File: src/rtl/ks_pkg.sv
package ks_pkg;

    typedef enum logic [1:0] {
        KS_MODE_RAW   = 2'd0,
        KS_MODE_PRINT = 2'd1,
        KS_MODE_ALNUM = 2'd2
    } ks_mode_e;

    function automatic logic ks_is_char_mode(ks_mode_e m);
        return (m == KS_MODE_PRINT) || (m == KS_MODE_ALNUM);
    endfunction

    function automatic logic [7:0] ks_radix(ks_mode_e m, logic up);
        case (m)
            KS_MODE_PRINT: return up ? 8'd69 : 8'd95;
            KS_MODE_ALNUM: return up ? 8'd36 : 8'd62;
            default:       return 8'd0;
        endcase
    endfunction

    function automatic logic [7:0] ks_idx2char(ks_mode_e m, logic up, logic [7:0] idx);
        case (m)
            KS_MODE_PRINT: begin
                if (up && idx >= 8'd65) return 8'h7B + (idx - 8'd65);
                return 8'h20 + idx;
            end
            KS_MODE_ALNUM: begin
                if (idx < 8'd10) return 8'h30 + idx;
                if (idx < 8'd36) return 8'h41 + (idx - 8'd10);
                return 8'h61 + (idx - 8'd36);
            end
            default: return idx;
        endcase
    endfunction

endpackage

File: src/rtl/ks_candgen.sv
module ks_candgen
    import ks_pkg::*;
#(
    parameter int NCHAR = 4,
    localparam int KEY_W = 8 * NCHAR,
    localparam int SPAN_W = $clog2(KEY_W + 1)
) (
    input  logic              clk,
    input  logic              rst_n,
    input  logic              load_i,
    input  logic              halt_i,
    input  logic [KEY_W-1:0]  cfg_start_i,
    input  logic [SPAN_W-1:0] cfg_span_i,
    input  logic [1:0]        cfg_mode_i,
    input  logic              cfg_upper_i,
    output logic              cand_valid_o,
    output logic [KEY_W-1:0]  cand_key_o,
    output logic [KEY_W-1:0]  pos_o
);

    typedef struct packed {
        logic             run;
        logic [KEY_W-1:0] pos;
    } cg_state_t;

    cg_state_t q, d;

    ks_mode_e         mode;
    logic             charmode;
    logic [7:0]       radix;
    logic [KEY_W-1:0] char_key;
    logic [KEY_W-1:0] char_next;
    logic             char_last;
    logic [KEY_W-1:0] raw_mask;
    logic [KEY_W-1:0] raw_next;
    logic             raw_last;

    assign mode     = ks_mode_e'(cfg_mode_i);
    assign charmode = ks_is_char_mode(mode);
    assign radix    = ks_radix(mode, cfg_upper_i);

    // Byte-wise character mapping of the index state
    for (genvar gi = 0; gi < NCHAR; gi++) begin : g_map
        assign char_key[8*gi +: 8] = ks_idx2char(mode, cfg_upper_i, q.pos[8*gi +: 8]);
    end

    always_comb begin
        logic       carry;
        logic [7:0] dig;
        logic       dmax;
        carry     = 1'b1;
        char_next = q.pos;
        char_last = 1'b1;
        for (int i = 0; i < NCHAR; i++) begin
            dig  = q.pos[8*i +: 8];
            dmax = (dig == radix - 8'd1);
            if (32'(cfg_span_i) > i) begin
                char_last = char_last & dmax;
                if (carry) char_next[8*i +: 8] = dmax ? 8'd0 : dig + 8'd1;
                carry = carry & dmax;
            end
        end
    end

    always_comb begin
        for (int b = 0; b < KEY_W; b++) raw_mask[b] = (32'(cfg_span_i) > b);
        raw_next = (q.pos & ~raw_mask) | ((q.pos + 1'b1) & raw_mask);
        raw_last = ((q.pos & raw_mask) == raw_mask);
    end

    always_comb begin
        logic             last;
        logic [KEY_W-1:0] nxt;
        d    = q;
        last = charmode ? char_last : raw_last;
        nxt  = charmode ? char_next : raw_next;
        if (load_i) begin
            d.run = 1'b1;
            d.pos = cfg_start_i;
        end else if (q.run) begin
            if (last) begin
                d.run = 1'b0;
            end else begin
                d.pos = nxt;
                if (halt_i) d.run = 1'b0;
            end
        end
    end

    always_ff @(posedge clk or negedge rst_n) begin
        if (!rst_n) q <= '0;
        else        q <= d;
    end

    assign cand_valid_o = q.run;
    assign cand_key_o   = charmode ? char_key : q.pos;
    assign pos_o        = q.pos;

    // every iterated index stays inside its character set
    for (genvar gi = 0; gi < NCHAR; gi++) begin : g_chk
        a_r4_index_in_set: assert property (@(posedge clk) disable iff (!rst_n)
            (q.run && charmode) |-> (q.pos[8*gi +: 8] < radix));
        a_r6_no_lower_case: assert property (@(posedge clk) disable iff (!rst_n)
            (cand_valid_o && charmode && cfg_upper_i) |->
            !(cand_key_o[8*gi +: 8] >= 8'h61 && cand_key_o[8*gi +: 8] <= 8'h7A));
    end

endmodule

File: src/rtl/ks_match.sv
module ks_match #(
    parameter int KEY_W = 32,
    parameter int CT_W  = 32,
    parameter int N_TGT = 4,
    parameter int LAT   = 4,
    localparam int IDX_W = (N_TGT > 1) ? $clog2(N_TGT) : 1
) (
    input  logic                  clk,
    input  logic                  rst_n,
    input  logic                  clear_i,
    input  logic                  cand_valid_i,
    input  logic [KEY_W-1:0]      cand_key_i,
    input  logic                  res_valid_i,
    input  logic [CT_W-1:0]       res_data_i,
    input  logic [N_TGT*CT_W-1:0] targets_i,
    input  logic [N_TGT-1:0]      tgt_en_i,
    output logic                  push_o,
    output logic [IDX_W-1:0]      push_idx_o,
    output logic [KEY_W-1:0]      push_key_o,
    output logic                  inflight_o,
    output logic [N_TGT-1:0]      hit_mask_o
);

    typedef struct packed {
        logic [LAT-1:0]            v;
        logic [LAT-1:0][KEY_W-1:0] k;
        logic [N_TGT-1:0]          hit;
    } mt_state_t;

    mt_state_t        q, d;
    logic [N_TGT-1:0] m;

    always_comb begin
        for (int t = 0; t < N_TGT; t++)
            m[t] = res_valid_i && tgt_en_i[t] && (res_data_i == targets_i[t*CT_W +: CT_W]);
    end

    always_comb begin
        push_idx_o = '0;
        for (int t = N_TGT - 1; t >= 0; t--)
            if (m[t]) push_idx_o = IDX_W'(t);
    end

    always_comb begin
        d      = q;
        d.v[0] = cand_valid_i;
        d.k[0] = cand_key_i;
        for (int s = 1; s < LAT; s++) begin
            d.v[s] = q.v[s-1];
            d.k[s] = q.k[s-1];
        end
        d.hit = clear_i ? '0 : (q.hit | m);
    end

    always_ff @(posedge clk or negedge rst_n) begin
        if (!rst_n) q <= '0;
        else        q <= d;
    end

    assign push_o     = |m;
    assign push_key_o = q.k[LAT-1];
    assign inflight_o = |q.v;
    assign hit_mask_o = q.hit;

    // results come back exactly LAT cycles after their candidate
    a_r7_result_aligned: assert property (@(posedge clk) disable iff (!rst_n)
        res_valid_i == q.v[LAT-1]);
    // hit flags never clear except on an accepted start
    a_r7_hit_sticky: assert property (@(posedge clk) disable iff (!rst_n)
        !clear_i |=> ((hit_mask_o & $past(hit_mask_o)) == $past(hit_mask_o)));

endmodule

File: src/rtl/ks_fifo.sv
module ks_fifo #(
    parameter int W     = 34,
    parameter int DEPTH = 4,
    localparam int PW = (DEPTH > 1) ? $clog2(DEPTH) : 1,
    localparam int CW = $clog2(DEPTH + 1)
) (
    input  logic         clk,
    input  logic         rst_n,
    input  logic         clear_ovf_i,
    input  logic         push_i,
    input  logic [W-1:0] data_i,
    input  logic         pop_i,
    output logic         valid_o,
    output logic [W-1:0] data_o,
    output logic         overflow_o
);

    typedef struct packed {
        logic [DEPTH-1:0][W-1:0] mem;
        logic [PW-1:0]           wp;
        logic [PW-1:0]           rp;
        logic [CW-1:0]           cnt;
        logic                    ovf;
    } ff_state_t;

    ff_state_t q, d;
    logic      do_pop, room, do_push;

    always_comb begin
        d       = q;
        do_pop  = pop_i && (q.cnt != '0);
        room    = (q.cnt != CW'(DEPTH)) || do_pop;
        do_push = push_i && room;
        if (do_push) begin
            d.mem[q.wp] = data_i;
            d.wp = (q.wp == PW'(DEPTH - 1)) ? '0 : q.wp + 1'b1;
        end
        if (do_pop) d.rp = (q.rp == PW'(DEPTH - 1)) ? '0 : q.rp + 1'b1;
        d.cnt = q.cnt + CW'(do_push) - CW'(do_pop);
        d.ovf = clear_ovf_i ? 1'b0 : (q.ovf | (push_i && !room));
    end

    always_ff @(posedge clk or negedge rst_n) begin
        if (!rst_n) q <= '0;
        else        q <= d;
    end

    assign valid_o    = (q.cnt != '0);
    assign data_o     = q.mem[q.rp];
    assign overflow_o = q.ovf;

    // occupancy never exceeds the depth
    a_r11_count_bound: assert property (@(posedge clk) disable iff (!rst_n)
        q.cnt <= CW'(DEPTH));
    // a push into a full queue without a pop raises overflow
    a_r11_drop_flags: assert property (@(posedge clk) disable iff (!rst_n)
        (push_i && !clear_ovf_i && (q.cnt == CW'(DEPTH)) && !pop_i) |=> overflow_o);

endmodule

File: src/rtl/keysearch_ctrl.sv
module keysearch_ctrl #(
    parameter int NCHAR  = 4,
    parameter int CT_W   = 32,
    parameter int N_TGT  = 4,
    parameter int LAT    = 4,
    parameter int FIFO_D = 4,
    localparam int KEY_W  = 8 * NCHAR,
    localparam int SPAN_W = $clog2(KEY_W + 1),
    localparam int IDX_W  = (N_TGT > 1) ? $clog2(N_TGT) : 1
) (
    input  logic                  clk,
    input  logic                  rst_n,
    input  logic                  start_i,
    input  logic [KEY_W-1:0]      cfg_start_i,
    input  logic [SPAN_W-1:0]     cfg_span_i,
    input  logic [1:0]            cfg_mode_i,
    input  logic                  cfg_upper_i,
    input  logic                  cfg_stop_i,
    input  logic [N_TGT*CT_W-1:0] cfg_targets_i,
    input  logic [N_TGT-1:0]      cfg_tgt_en_i,
    output logic                  cand_valid_o,
    output logic [KEY_W-1:0]      cand_key_o,
    input  logic                  res_valid_i,
    input  logic [CT_W-1:0]       res_data_i,
    output logic [KEY_W-1:0]      pos_o,
    output logic                  busy_o,
    output logic                  done_o,
    output logic                  hit_o,
    output logic [N_TGT-1:0]      hit_mask_o,
    output logic                  overflow_o,
    output logic                  fifo_valid_o,
    output logic [IDX_W-1:0]      fifo_tgt_o,
    output logic [KEY_W-1:0]      fifo_key_o,
    input  logic                  fifo_pop_i
);

    typedef struct packed {
        logic active;
        logic done;
    } top_state_t;

    top_state_t       q, d;
    logic             accept, halt, any_match, inflight;
    logic [IDX_W-1:0] m_idx;
    logic [KEY_W-1:0] m_key;

    assign accept = start_i && !q.active;
    assign halt   = cfg_stop_i && any_match && cand_valid_o;

    ks_candgen #(.NCHAR(NCHAR)) u_gen (
        .clk          (clk),
        .rst_n        (rst_n),
        .load_i       (accept),
        .halt_i       (halt),
        .cfg_start_i  (cfg_start_i),
        .cfg_span_i   (cfg_span_i),
        .cfg_mode_i   (cfg_mode_i),
        .cfg_upper_i  (cfg_upper_i),
        .cand_valid_o (cand_valid_o),
        .cand_key_o   (cand_key_o),
        .pos_o        (pos_o)
    );

    ks_match #(.KEY_W(KEY_W), .CT_W(CT_W), .N_TGT(N_TGT), .LAT(LAT)) u_match (
        .clk          (clk),
        .rst_n        (rst_n),
        .clear_i      (accept),
        .cand_valid_i (cand_valid_o),
        .cand_key_i   (cand_key_o),
        .res_valid_i  (res_valid_i),
        .res_data_i   (res_data_i),
        .targets_i    (cfg_targets_i),
        .tgt_en_i     (cfg_tgt_en_i),
        .push_o       (any_match),
        .push_idx_o   (m_idx),
        .push_key_o   (m_key),
        .inflight_o   (inflight),
        .hit_mask_o   (hit_mask_o)
    );

    ks_fifo #(.W(IDX_W + KEY_W), .DEPTH(FIFO_D)) u_fifo (
        .clk         (clk),
        .rst_n       (rst_n),
        .clear_ovf_i (accept),
        .push_i      (any_match),
        .data_i      ({m_idx, m_key}),
        .pop_i       (fifo_pop_i),
        .valid_o     (fifo_valid_o),
        .data_o      ({fifo_tgt_o, fifo_key_o}),
        .overflow_o  (overflow_o)
    );

    always_comb begin
        d = q;
        if (accept) begin
            d.active = 1'b1;
            d.done   = 1'b0;
        end else if (q.active && !cand_valid_o && !inflight) begin
            d.active = 1'b0;
            d.done   = 1'b1;
        end
    end

    always_ff @(posedge clk or negedge rst_n) begin
        if (!rst_n) q <= '0;
        else        q <= d;
    end

    assign busy_o = q.active;
    assign done_o = q.done;
    assign hit_o  = |hit_mask_o;

    // nothing is issued once the run is reported finished
    a_r9_done_quiet: assert property (@(posedge clk) disable iff (!rst_n)
        done_o |-> !cand_valid_o);
    // a stop request ends issuing at the next cycle
    a_r8_stop_ends_issue: assert property (@(posedge clk) disable iff (!rst_n)
        (halt && !accept) |=> !cand_valid_o);
    // issuing only happens inside an active run
    a_r2_issue_while_busy: assert property (@(posedge clk) disable iff (!rst_n)
        cand_valid_o |-> busy_o);

endmodule

File: config.mk
export PLATFORM = sky130hd
export DESIGN_NAME = keysearch_ctrl
export DESIGN_NICKNAME = d
export VERILOG_FILES = /design/src/rtl/ks_pkg.sv /design/src/rtl/ks_candgen.sv /design/src/rtl/ks_match.sv /design/src/rtl/ks_fifo.sv /design/src/rtl/keysearch_ctrl.sv
export SDC_FILE = /design/constraint.sdc
export NUM_CORES = 1
export LEC_CHECK = 0
export BUFFER_PORTS_ARGS = -buffer_cell sky130_fd_sc_hd__buf_4
export CAP_MARGIN = 20
export CORE_UTILIZATION = 30
export CTS_CLUSTER_SIZE = 25
export DETAILED_ROUTE_END_ITERATION = 8
export SYNTH_ARGS = -nofsm -noshare
export SYNTH_HDL_FRONTEND = slang
export SYNTH_SLANG_ARGS = --single-unit
export TNS_END_PERCENT = 5
File: constraint.sdc
create_clock -name clk -period 5.1 [get_ports clk]
set_clock_uncertainty 0.15 [all_clocks]
set_input_delay 0.51 -clock clk [delete_from_list [all_inputs] [get_ports clk]]
set_output_delay 0.51 -clock clk [all_outputs]
set_load 0.05 [all_outputs]
==> impl.org <==
** Logic synthesis
- Synthesis instantiated 84 different standard cells from the library.
- After synthesis the netlist holds a flip-flop and latch count of about 320.
- Area share of the largest cell type after synthesis :: between 40% and 50%
- Ranked by total cell area, the synthesized netlist is headed by dfrtp_1 44%, mux2_2 8.7%, xor2_1 4.7%.
- Dominant register cell in the synthesized netlist :: dfrtp_1
- Counting flops with a built-in enable in the synthesized netlist gives 0.
- Syn Std Cell Area :: about 18,000 um^2
- Sequential elements use 43.9% of the synthesized area.
- For this run, the number of Yosys warnings is 0.
- The synthesized design spends more area on one cell type than any other, namely dfrtp_1.
- Async S/R FF share, synth :: 100%
- Synth Net Count :: 1,989
- After synthesis, the mean cell area works out to around 10 um^2.
- Number of standard cells after synthesis :: 1,717

** Floorplan
- The floorplan step set the die width to 247 um.
- Site Rows :: 89
- Y dimension of the die :: 247 um
- Effective utilization at floorplan :: 30.4%
- The floorplan step defined a die boundary enclosing between 60,000 and 70,000 um^2.
- The floorplan step defined a core boundary enclosing 59,000 um^2.
- 319 I/O pins were placed.

** STA
- Slew headroom :: a little over a quarter
- The count of endpoints failing hold in the final timing report was 28.
- Setup repair after global routing left no endpoint under its margin.
- Derived from the worst setup path, the maximum achievable clock frequency is roughly 220 MHz.
- Period Utilization, post-route :: 87.9%
- Minimum hold slack :: -0.0347 ns
- Minimum clock period after layout :: 4.48 ns
- The number of pins exceeding their max-slew limit in the final report is 0.
- Setup violations remaining at the end of the flow were counted as 0.
- At the pin with the least slew margin, the transition time is between 1 and 1.5 ns.
- Setup total negative slack :: 0 ns

** CTS
- Skew-Pair Late Insertion Delay :: between 0.5 and 0.6 ns
- # resized after CTS :: 0
- CTS max path bufs :: 3
- Clock transition at the registers of the reported paths :: 0.06 ns
- Clock Sinks :: between 300 and 400
- Root buf cell :: clkbuf_16
- Post-CTS timing repair inserted 0 buffers for setup.
- The clock tree synthesis step divided the H-tree into 2 levels.
- Buffers inserted during clock tree synthesis total 36.
- TritonCTS built the clock tree.
- Number of buffers added to fix hold violations after cts :: 0

** Finish
- Non-filler cells in the finished layout :: approximately 2,700
- Fin nets :: around 2,200
- Of the cells placed in the final design, the portion with a size suffix greater than 1 is 30.1%.
- Summing all flip-flop and latch instances after layout gives 7880 um^2.
- Multi-input logic area :: 9170 um^2
- Summing all non-filler instances in the final layout gives an area of about 22,000 um^2.
- Number of fill cells :: 5,869
- Area growth from synthesis to layout :: 22.7%

** Worst setup path
- Data on the critical path is required at its endpoint by 4.44 ns.
- The critical path goes through inv_1 -> ha_1 -> o41a_1 -> o21ai_1 -> nor2_1 -> a21oi_1 -> a221oi_1 -> a21oi_1 -> buf_4.
- Broken down by cell family, the worst path's largest delay share belongs to compound AO/OA/AOI/OAI gates.
- Crit path arrival time :: 3.82 ns
- Among all stages on the critical path, the largest delay is contributed by dfrtp_1.
- Maximum fanout along the worst path :: 14
- In this design, the critical path's most frequently occurring cell is a21oi_1.
- The worst setup path is launched from a register.
- Number of buffers and inverters on the critical path :: 2
- The worst setup path is captured at an output pin.
- Max incr delay on CP :: roughly 0.73 ns
- The setup path with the least slack is of type register to output pin.

** Drt
- Remaining routing DRC violations :: 0
- For this block, the via count after detailed routing is 14,300.
- Remaining antenna violation count :: 0
- Wires add up to 60,600 um.
- Number of iterations in the first detailed-routing pass :: 5
- Initial DRC Count :: 1,019
- After detailed routing, the average wire length per cell comes to between 20 and 25 um.
- Vias/cell :: approximately 5.2

** Run status
- The checks that failed: hold timing.
- Outcome :: finished with violations

** GRT
- Pin count of the biggest net entering global routing :: around 150
- Number of global-route vias before repair :: 14,100
- Overflow after GRT :: 0
- The first global-routing pass estimated about 91,000 um of wire.
- The number of antenna violations at the first check in global routing is 2.
- For this run, the total global-route usage over all layers was measured as 19.8%.

** Placed design
- Post-DP HPWL :: 45,100 um
- At the end of routability-driven placement, the weighted congestion stood at about 0.94.
- Buffers placed on the I/O ports in this run total 318.
- Counting tap cells, the placed design contains a total of 2,685 instances.
- In this run the cell area measured after placement is 20,800 um^2.

** Pwr
- VDD IR-drop max :: 0.307 mV
- In this run the static leakage power is 10.2 nW.
- Power density over the cells :: 496 nW/um^2
- The completed layout was analyzed and its total power is 10.9 mW.

** Worst hold path
- The min-delay analysis places its worst path in the category primary input to async pin.

** Flow run
- Max Cap Violations :: 0
-- synthesized netlist by cell type, types with 38 or more instances --
| cell | n |
|---|---|
| buf_4 | 38 |
| o21ai_0 | 81 |
| clkbuf_1 | 88 |
| nor3_1 | 38 |
| nand3_1 | 48 |
| mux2_2 | 138 |
| a21oi_1 | 116 |
| xnor2_1 | 72 |
| xor2_1 | 96 |
| nand2_1 | 124 |
| ha_1 | 60 |
| dfrtp_1 | 315 |
| inv_1 | 47 |
| nor2_1 | 110 |
-- metal layers --
layer / share of wire [%] / track usage (%) / vias up
li1: - / - / 6602
met5: 0.026 / 0 / -
met2: 47 / 31.4 / 491
met3: 5.5 / 2.88 / 67
met1: 46 / 28.4 / 7186
met4: 1.7 / 4.38 / 2
-- worst register-to-register path: cells and delay by family, from the launching register on --
kind | cells | cell delay, ns
compound gates | 2 | 0.63
buf+inv | 1 | 0.28
flops | 1 | 0.80
mux | 2 | 0.33
simple gates | 3 | 1.16
-- state kept, by name (all words and copies together) (netlist names) --
signal,flops
u_gen.pos_o,32
u_match.push_key_o,32
busy_o,1
done_o,1
u_match.q,1
u_match.d,99
u_match.hit_mask_o,4
u_gen.cand_valid_o,1
u_fifo.overflow_o,1
u_fifo.q,143
-- report_power, final --
part           total [mW]  leakage [nW]  internal [mW]  switching, mW
clock                2.65         0.594           1.58           1.07
combinational        4.42          5.41           1.57           2.85
sequential           3.85          4.19           3.06          0.791
total                10.9          10.2           6.21           4.71
-- final timing paths --
path	depth (start not counted)	startpoint	slack, ns	end
worst min-delay path	1	rst_n	-0.03	u_fifo.q[42]$_DFFE_PN0P_
worst max-delay path	9	u_gen.pos_o[9]$_DFFE_PN0P_	0.62	cand_key_o[15]
max in group asynchronous	2	rst_n	3.71	u_match.push_key_o[21]$_DFF_PN0_
worst min register to register	0	u_match.d[60]$_DFF_PN0_	0.18	u_match.d[92]$_DFF_PN0_
min in group clk	2	cfg_stop_i	0.06	u_gen.cand_valid_o$_DFF_PN0_
worst max register to register	8	u_gen.pos_o[19]$_DFFE_PN0P_	1.67	u_gen.pos_o[17]$_DFFE_PN0P_
-- stage by stage --
| step | setup slack [ns] | hold slack [ns] | utilization, % |
|---|---|---|---|
| after floorplan | 1.01 | 0.0644 | - |
| after global placement | 0.688 | 0.182 | 35.2 |
| after CTS | 0.595 | 0.0225 | 37.3 |
| after detailed placement | 0.650 | 0.185 | 35.2 |
| final | 0.619 | -0.0347 | 37.3 |
| after global routing | 0.348 | 0.0380 | 37.3 |
-- cells by family (layout without fill, tap and decap cells) --
| kind of cell | count (synthesis) | in the layout | synth area share [%] |
|---|---|---|---|
| other | 0 | 1 | 0 |
| AO/OA/AOI/OAI | 352 | 352 | 12.7 |
| buffers and inverters | 193 | 451 | 5.05 |
| adder cells (fa/ha/maj) | 62 | 62 | 4.35 |
| AND/OR/NAND/NOR | 444 | 444 | 12.1 |
| XOR/XNOR | 169 | 169 | 8.36 |
| multiplexers | 182 | 182 | 13.5 |
| flip-flops | 315 | 315 | 43.9 |
-- area by class of cell --
cell class / instances / area share (%)
inverters: 48 / 0.819
flip-flops and latches: 315 / 35.8
clock inverters: 16 / 0.904
clock buffers: 47 / 4.64
multi-input cells: 1209 / 41.7
diodes: 1 / 0.0114
repair buffers: 340 / 11.7
well taps: 773 / 4.39
-- cell usage in the layout, fill, tap and decap left out, drive strengths merged, types with 24 or more instances in the layout --
master  count
nand3      48
xnor2      72
ha         60
nor4       28
nand2     125
a21oi     117
mux4       34
mux2      139
nor3       38
dfrtp     315
clkbuf     47
nor2      112
xor2       97
o21ai      85
buf       340
nand4      24
inv        50
Note: power is estimated with default switching activity, not from simulation.
